===== config.mk =====
export PLATFORM = sky130hd
export DESIGN_NAME = aperture_remap
export DESIGN_NICKNAME = d
export VERILOG_FILES = /design/src/rtl/remap_pkg.sv /design/src/rtl/remap_regs.sv /design/src/rtl/remap_xlate.sv /design/src/rtl/aperture_remap.sv
export SDC_FILE = /design/constraint.sdc
export NUM_CORES = 1
export LEC_CHECK = 0
export BUFFER_PORTS_ARGS = -buffer_cell sky130_fd_sc_hd__buf_2
export CELL_PAD_IN_SITES_DETAIL_PLACEMENT = 1
export CELL_PAD_IN_SITES_GLOBAL_PLACEMENT = 1
export CORE_UTILIZATION = 30
export CTS_BUF_LIST = sky130_fd_sc_hd__clkbuf_4 sky130_fd_sc_hd__clkbuf_8 sky130_fd_sc_hd__clkbuf_16
export DETAILED_ROUTE_END_ITERATION = 7
export GPL_ROUTABILITY_DRIVEN = 0
export PLACE_DENSITY_LB_ADDON = 0.1
export SLEW_MARGIN = 20
export SYNTH_ARGS = -nofsm -noshare
export SYNTH_HDL_FRONTEND = slang
export SYNTH_HIERARCHICAL = 1
export SYNTH_SLANG_ARGS = --single-unit

===== constraint.sdc =====
create_clock -name clk -period 2.8 [get_ports clk]
set_input_delay 0.14 -clock clk [delete_from_list [all_inputs] [get_ports clk]]
set_output_delay 0.14 -clock clk [all_outputs]
set_load 0.005 [all_outputs]

===== src/rtl/remap_pkg.sv =====
package remap_pkg;

  typedef enum logic [2:0] {
    REG_SEL_LO,
    REG_SEL_HI,
    REG_OFF_LO,
    REG_OFF_HI,
    REG_COMMIT,
    REG_NONE
  } reg_id_e;

  localparam logic [7:0] OFS_SEL_LO = 8'h00;
  localparam logic [7:0] OFS_SEL_HI = 8'h04;
  localparam logic [7:0] OFS_OFF_LO = 8'h08;
  localparam logic [7:0] OFS_OFF_HI = 8'h0C;
  localparam logic [7:0] OFS_COMMIT = 8'h10;

  function automatic reg_id_e decode_reg(input logic [7:0] ofs);
    case (ofs)
      OFS_SEL_LO: decode_reg = REG_SEL_LO;
      OFS_SEL_HI: decode_reg = REG_SEL_HI;
      OFS_OFF_LO: decode_reg = REG_OFF_LO;
      OFS_OFF_HI: decode_reg = REG_OFF_HI;
      OFS_COMMIT: decode_reg = REG_COMMIT;
      default:    decode_reg = REG_NONE;
    endcase
  endfunction

endpackage


===== src/rtl/remap_regs.sv =====
module remap_regs
  import remap_pkg::*;
#(
  parameter int DW = 32,
  parameter int AW = 5,
  parameter int TW = 64
) (
  input  logic          clk,
  input  logic          rst_n,
  input  logic          we,
  input  logic [AW-1:0] addr,
  input  logic [DW-1:0] wdata,
  output logic [DW-1:0] rdata,
  output logic [TW-1:0] act_sel,
  output logic [TW-1:0] act_off
);

  logic [TW-1:0] sh_sel_q, sh_sel_d;
  logic [TW-1:0] sh_off_q, sh_off_d;
  logic [TW-1:0] act_sel_q, act_sel_d;
  logic [TW-1:0] act_off_q, act_off_d;
  logic [7:0]    ofs;
  reg_id_e       id;
  logic          commit;

  assign ofs    = 8'(addr);
  assign id     = decode_reg(ofs);
  assign commit = we && (id == REG_COMMIT) && wdata[0];

  always_comb begin
    sh_sel_d = sh_sel_q;
    sh_off_d = sh_off_q;
    if (we) begin
      case (id)
        REG_SEL_LO: sh_sel_d[DW-1:0]  = wdata;
        REG_SEL_HI: sh_sel_d[TW-1:DW] = wdata;
        REG_OFF_LO: sh_off_d[DW-1:0]  = wdata;
        REG_OFF_HI: sh_off_d[TW-1:DW] = wdata;
        default: ;
      endcase
    end
  end

  always_comb begin
    act_sel_d = act_sel_q;
    act_off_d = act_off_q;
    if (commit) begin
      act_sel_d = sh_sel_q;
      act_off_d = sh_off_q;
    end
  end

  always_ff @(posedge clk or negedge rst_n) begin
    if (!rst_n) begin
      sh_sel_q  <= '0;
      sh_off_q  <= '0;
      act_sel_q <= '0;
      act_off_q <= '0;
    end else begin
      sh_sel_q  <= sh_sel_d;
      sh_off_q  <= sh_off_d;
      act_sel_q <= act_sel_d;
      act_off_q <= act_off_d;
    end
  end

  always_comb begin
    case (id)
      REG_SEL_LO: rdata = sh_sel_q[DW-1:0];
      REG_SEL_HI: rdata = sh_sel_q[TW-1:DW];
      REG_OFF_LO: rdata = sh_off_q[DW-1:0];
      REG_OFF_HI: rdata = sh_off_q[TW-1:DW];
      default:    rdata = '0;
    endcase
  end

  assign act_sel = act_sel_q;
  assign act_off = act_off_q;

  AST_ACTIVE_HOLD: assert property (@(posedge clk) disable iff (!rst_n)
    !commit |=> ($stable(act_sel_q) && $stable(act_off_q)));

  AST_COMMIT_COPY: assert property (@(posedge clk) disable iff (!rst_n)
    commit |=> (act_sel_q == $past(sh_sel_q) && act_off_q == $past(sh_off_q)));

  AST_UNDEF_IGNORED: assert property (@(posedge clk) disable iff (!rst_n)
    (we && id == REG_NONE) |=> ($stable(sh_sel_q) && $stable(sh_off_q)));

endmodule


===== src/rtl/remap_xlate.sv =====
module remap_xlate #(
  parameter int ADDR_W  = 32,
  parameter int IDX_W   = 4,
  parameter int FIELD_W = 4,
  parameter int TW      = 64
) (
  input  logic               clk,
  input  logic               rst_n,
  input  logic               req_valid,
  input  logic [ADDR_W-1:0]  req_addr,
  input  logic [TW-1:0]      act_sel,
  input  logic [TW-1:0]      act_off,
  output logic               rsp_valid,
  output logic               rsp_mapped,
  output logic [FIELD_W-1:0] rsp_slave,
  output logic [ADDR_W-1:0]  rsp_addr
);

  localparam int NUM_AP = 1 << IDX_W;
  localparam int LOW_W  = ADDR_W - IDX_W;

  logic [FIELD_W-1:0] sel_field [NUM_AP];
  logic [FIELD_W-1:0] off_field [NUM_AP];

  for (genvar g = 0; g < NUM_AP; g++) begin : g_field
    assign sel_field[g] = act_sel[g*FIELD_W +: FIELD_W];
    assign off_field[g] = act_off[g*FIELD_W +: FIELD_W];
  end

  logic [IDX_W-1:0]   idx;
  logic [FIELD_W-1:0] sel_pick, off_pick;
  logic               valid_d, mapped_d, cap_en;
  logic [FIELD_W-1:0] slave_d;
  logic [ADDR_W-1:0]  addr_d;

  assign idx      = req_addr[ADDR_W-1 -: IDX_W];
  assign sel_pick = sel_field[idx];
  assign off_pick = off_field[idx];
  assign cap_en   = req_valid;

  always_comb begin
    valid_d  = req_valid;
    mapped_d = req_valid && (sel_pick != '0);
    slave_d  = sel_pick;
    addr_d   = {off_pick[IDX_W-1:0], req_addr[LOW_W-1:0]};
  end

  logic               valid_q, mapped_q;
  logic [FIELD_W-1:0] slave_q;
  logic [ADDR_W-1:0]  addr_q;

  always_ff @(posedge clk or negedge rst_n) begin
    if (!rst_n) begin
      valid_q  <= 1'b0;
      mapped_q <= 1'b0;
    end else begin
      valid_q  <= valid_d;
      mapped_q <= mapped_d;
    end
  end

  always_ff @(posedge clk or negedge rst_n) begin
    if (!rst_n) begin
      slave_q <= '0;
      addr_q  <= '0;
    end else if (cap_en) begin
      slave_q <= slave_d;
      addr_q  <= addr_d;
    end
  end

  assign rsp_valid  = valid_q;
  assign rsp_mapped = mapped_q;
  assign rsp_slave  = slave_q;
  assign rsp_addr   = addr_q;

  AST_ONE_CYCLE: assert property (@(posedge clk) disable iff (!rst_n)
    req_valid |=> rsp_valid);

  AST_IDLE_HOLD: assert property (@(posedge clk) disable iff (!rst_n)
    !req_valid |=> (!rsp_valid && !rsp_mapped && $stable(rsp_addr) && $stable(rsp_slave)));

  AST_LOW_BITS_KEPT: assert property (@(posedge clk) disable iff (!rst_n)
    req_valid |=> (rsp_addr[LOW_W-1:0] == $past(req_addr[LOW_W-1:0])));

  AST_UNMAPPED_ZERO: assert property (@(posedge clk) disable iff (!rst_n)
    (rsp_valid && !rsp_mapped) |-> (rsp_slave == '0));

endmodule


===== src/rtl/aperture_remap.sv =====
module aperture_remap #(
  parameter int ADDR_W  = 32,
  parameter int IDX_W   = 4,
  parameter int FIELD_W = 4,
  parameter int DW      = 32,
  parameter int AW      = 5
) (
  input  logic               clk,
  input  logic               rst_n,
  input  logic               reg_we,
  input  logic [AW-1:0]      reg_addr,
  input  logic [DW-1:0]      reg_wdata,
  output logic [DW-1:0]      reg_rdata,
  input  logic               req_valid,
  input  logic [ADDR_W-1:0]  req_addr,
  output logic               rsp_valid,
  output logic               rsp_mapped,
  output logic [FIELD_W-1:0] rsp_slave,
  output logic [ADDR_W-1:0]  rsp_addr
);

  localparam int NUM_AP = 1 << IDX_W;
  localparam int TW     = NUM_AP * FIELD_W;

  logic [TW-1:0] act_sel, act_off;

  remap_regs #(.DW(DW), .AW(AW), .TW(TW)) u_regs (
    .clk     (clk),
    .rst_n   (rst_n),
    .we      (reg_we),
    .addr    (reg_addr),
    .wdata   (reg_wdata),
    .rdata   (reg_rdata),
    .act_sel (act_sel),
    .act_off (act_off)
  );

  remap_xlate #(.ADDR_W(ADDR_W), .IDX_W(IDX_W), .FIELD_W(FIELD_W), .TW(TW)) u_xlate (
    .clk        (clk),
    .rst_n      (rst_n),
    .req_valid  (req_valid),
    .req_addr   (req_addr),
    .act_sel    (act_sel),
    .act_off    (act_off),
    .rsp_valid  (rsp_valid),
    .rsp_mapped (rsp_mapped),
    .rsp_slave  (rsp_slave),
    .rsp_addr   (rsp_addr)
  );

endmodule


==> flow_results.org <==
** Final layout
- Layout overhead on the synthesized area :: 24.2%
- The top cell types in the final layout, fill and taps aside, are sky130_fd_sc_hd__dfrtp_1 (294), sky130_fd_sc_hd__mux2_2 (286), sky130_fd_sc_hd__buf_2 (140).
- The net count of the finished layout is 1083.
- Layout fillers :: 4279
- Leading cell type in the layout, fill and taps excluded :: sky130_fd_sc_hd__dfrtp_1
- 0 antenna diodes ended up in the layout.
- Fraction of layout instances using a drive strength above 1 :: 0.529

** STA
- For the final routed database, the setup TNS stands at 0 ns.
- Max-slew violation count :: 0
- Maximum frequency from static timing analysis :: 540 MHz
- Setup repair after global routing left no endpoint under its margin.
- Final hold viol count :: 0
- Minimum clock period after layout :: 1.85 ns
- Slew of the pin with the lowest slew margin :: 0.963 ns
- Setup violations remaining at the end of the flow were counted as 0.
- Across the routed clock network, the largest skew measured is 0.0155 ns.
- Rel. slew slack :: 0.358
- Setup slack on the critical path of the routed design comes to 0.948 ns.
- Dividing the final minimum period by the clock period gives 0.661.

** Setup path
- Data required time at the worst endpoint :: 2.66 ns
- Reg-to-reg setup timing slack :: 0.98 ns
- The worst register-to-register path ends at u_xlate/rsp_mapped.
- The setup path with the least slack is of type input port to output pin.
- Data on the critical path arrives at its endpoint at 1.71 ns.
- Kind of end point of the critical path :: output pin
- Largest driver fanout on the critical path :: 21
- Worst reg-to-reg path cell count :: 4
- Launch instance of the worst register-to-register path :: u_regs/act_sel[4]
- Type of origin of the critical path :: input port

** Run status
- The flow ran to the end, and the final reports show no timing, DRC or antenna violations.

** Detailed routing
- DR vias/cell :: 4.94
- Number of vias after detailed routing :: 7777
- The detail route stage leaves a number of antenna-violating nets equal to 0.
- The routed design has 36.2 mm of wire.
- Before antenna repair, the detailed router went through 7 iterations.
- In the final routed layout, each cell accounts on average for 23.0 um.
- In the routed design, unresolved DRC markers number 0.
- Iteration-0 DRC count of the detailed router :: 268

** Die
- Core area :: 42100 um^2
- Die Y-Extent :: 209 um
- The die is 209 um wide.
- DIE AREA :: 43800 um^2
- For this configuration, the core starts out at a cell density of 0.306.
- During I/O placement, the number of pins put on the boundary was 143.
- Number of placement rows :: 75

** CTS
- CTS root buf :: sky130_fd_sc_hd__clkbuf_16
- The clock drives 294 sinks.
- Clock-pin slew was measured on the worst setup and hold paths at 0.06 ns.
- CTS built an H-tree with a depth of 2.
- TritonCTS created 36 clock buffers.
- Total of cells resized after clock tree synthesis :: 0
- Clock latency of the later-clocked register in the worst-skew pair :: 0.53 ns
- Clock tree from TritonCTS :: done
- Max Root-Sink Buffers :: 3

** Global route
- Entering global routing, the biggest net connects 74 pins.
- The number of antenna violations at the first check in global routing was 1.
- Overflow after GRT :: 0
- The via count of the first global-routing pass was 8523.
- Wire length of the first global-routing pass :: 56.1 mm
- For this run, the total global-route usage over all layers was measured as 0.171.

** Yosys
- The share of synthesized area in the top cell type comes to 0.571.
- After synthesis, the mean cell area works out to 16.1 um^2.
- Post-synthesis sequential area ratio :: 0.571
- Yosys warning count :: 6
- The cell area that synthesis handed to floorplanning was 12900 um^2.
- Synth cell types :: 28
- In the synthesized netlist, the number of instances is 803.
- By area the synthesized netlist is led by sky130_fd_sc_hd__dfrtp_1 (57%), sky130_fd_sc_hd__mux2_2 (25%), sky130_fd_sc_hd__mux4_2 (5.1%).
- The biggest area contributor in the post-synthesis netlist is sky130_fd_sc_hd__dfrtp_1.
- After synthesis the netlist holds a flip-flop and latch count of 294.
- Counting every net in the synthesized netlist gives 876.

** Placed design
- The wire-length estimate of the detail-placed layout is 23.5 mm.
- Buffers placed on the I/O ports in this run total 142.
- Worst-case setup slack after placement :: 0.753 ns

** Hold path
- Hold/Removal Path Class :: input port to asynchronous set/reset pin

** Power and ir drop
- For this design the static power due to leakage is 0.00777 uW.
- Areal power density over the cells :: 704 nW/um^2
- Peak supply drop :: 363 uV

** Job
- Across the run, the number of max-cap violations was 0.
==> cells in the mapped netlist (all sizes together) <==
library cell,instances
mux2,292
nand2,6
clkbuf,15
buf,39
nand3b,2
nor2b,2
nor4,1
nor2,2
o41a,1
nand2b,1
nor3,1
a22oi,4
dfrtp,294
nand3,8
o22ai,32
nor4b,1
nand4,1
and3,1
mux2i,64
mux4,36
==> per-stage QoR <==
| stage | hold WS, ns | cell area, um^2 | instances | power [uW] | util |
|---|---|---|---|---|---|
| 2_1_floorplan | -0.156 | 12900 | 803 | 5960 | - |
| 3_3_place_gp | 0.163 | 14200 | 1450 | 6570 | 0.337 |
| 3_5_place_dp | 0.158 | 14200 | 1450 | 6600 | 0.337 |
| 4_1_cts | 0.180 | 16000 | 1574 | 11500 | 0.380 |
| 5_1_grt | 0.212 | 16000 | 1574 | 11800 | 0.380 |
| 6_report | 0.170 | 16000 | 1574 | 11300 | 0.380 |
==> flip-flops by register name (all words and copies together), names as in the netlist <==
register / flops
u_xlate/rsp_valid: 1
u_regs/sh_off_q: 64
u_xlate/rsp_mapped: 1
u_regs/act_sel: 64
u_regs/sh_sel_q: 64
u_xlate/rsp_addr: 32
u_regs/act_off: 64
u_xlate/rsp_slave: 4
==> logic make-up (layout without fill, tap and decap cells) <==
| group | after synthesis | count (layout) | synth area share |
|---|---|---|---|
| muxes | 392 | 392 | 0.371 |
| DFF | 294 | 294 | 0.571 |
| buffers and inverters | 54 | 286 | 0.0282 |
| AOI/OAI and AO/OA | 37 | 37 | 0.0187 |
| and+or+nand+nor | 26 | 26 | 0.0117 |
==> how the worst max path moves through the flow <==
stage / from / end / slack [ns] / cells after the start
after floorplan: req_addr[28] / u_xlate/rsp_mapped / 1.02 / 6
after global placement: req_addr[28] / u_xlate/rsp_addr[29] / 0.77 / 5
after detailed placement: req_addr[28] / u_xlate/rsp_addr[29] / 0.75 / 5
after CTS: reg_addr[1] / reg_rdata[2] / 0.87 / 6
after global routing: reg_addr[1] / reg_rdata[18] / 0.81 / 6
final: reg_addr[1] / reg_rdata[30] / 0.95 / 6
==> cell type report <==
cell class	count	area [um^2]	share of cell area
Timing Repair Buffer	223	1600	0.0997
Multi-Input combinational cell	455	5180	0.323
Clock buffer	59	1170	0.0728
Tap cell	539	674	0.0421
Clock inverter	4	45.0	0.00281
Sequential cell	294	7360	0.459
==> layer usage <==
layer / vias to the layer above / share of wire / global-route usage
li1: 3429 / - / -
met1: 4173 / 0.48 / 0.244
met2: 141 / 0.47 / 0.270
met3: 34 / 0.034 / 0.0266
met4: 0 / 0.016 / 0.0487
met5: - / 0 / 0
==> worst max-delay path: stages <==
cell and delay (ns):
sky130_fd_sc_hd__buf_2 0.13, sky130_fd_sc_hd__nor3_1 0.29, sky130_fd_sc_hd__nand2b_2 0.49, sky130_fd_sc_hd__buf_4 0.38
sky130_fd_sc_hd__o22ai_1 0.14, sky130_fd_sc_hd__buf_2 0.14
==> what timing repair did <==
| action | in CTS | in global routing |
|---|---|---|
| buffers inserted | 0 | 0 |
| hold buffers | 61 | 0 |
| endpoints found under the hold margin | 224 | 0 |
| setup endpoints to repair | 0 | 0 |
==> where the power goes <==
part	leakage, uW	switching [uW]	internal, uW
logic	0.00329	507	772
registers	0.00386	463	4810
clock network	0.000614	1800	2930
Note: power is estimated with default switching activity, not from simulation.
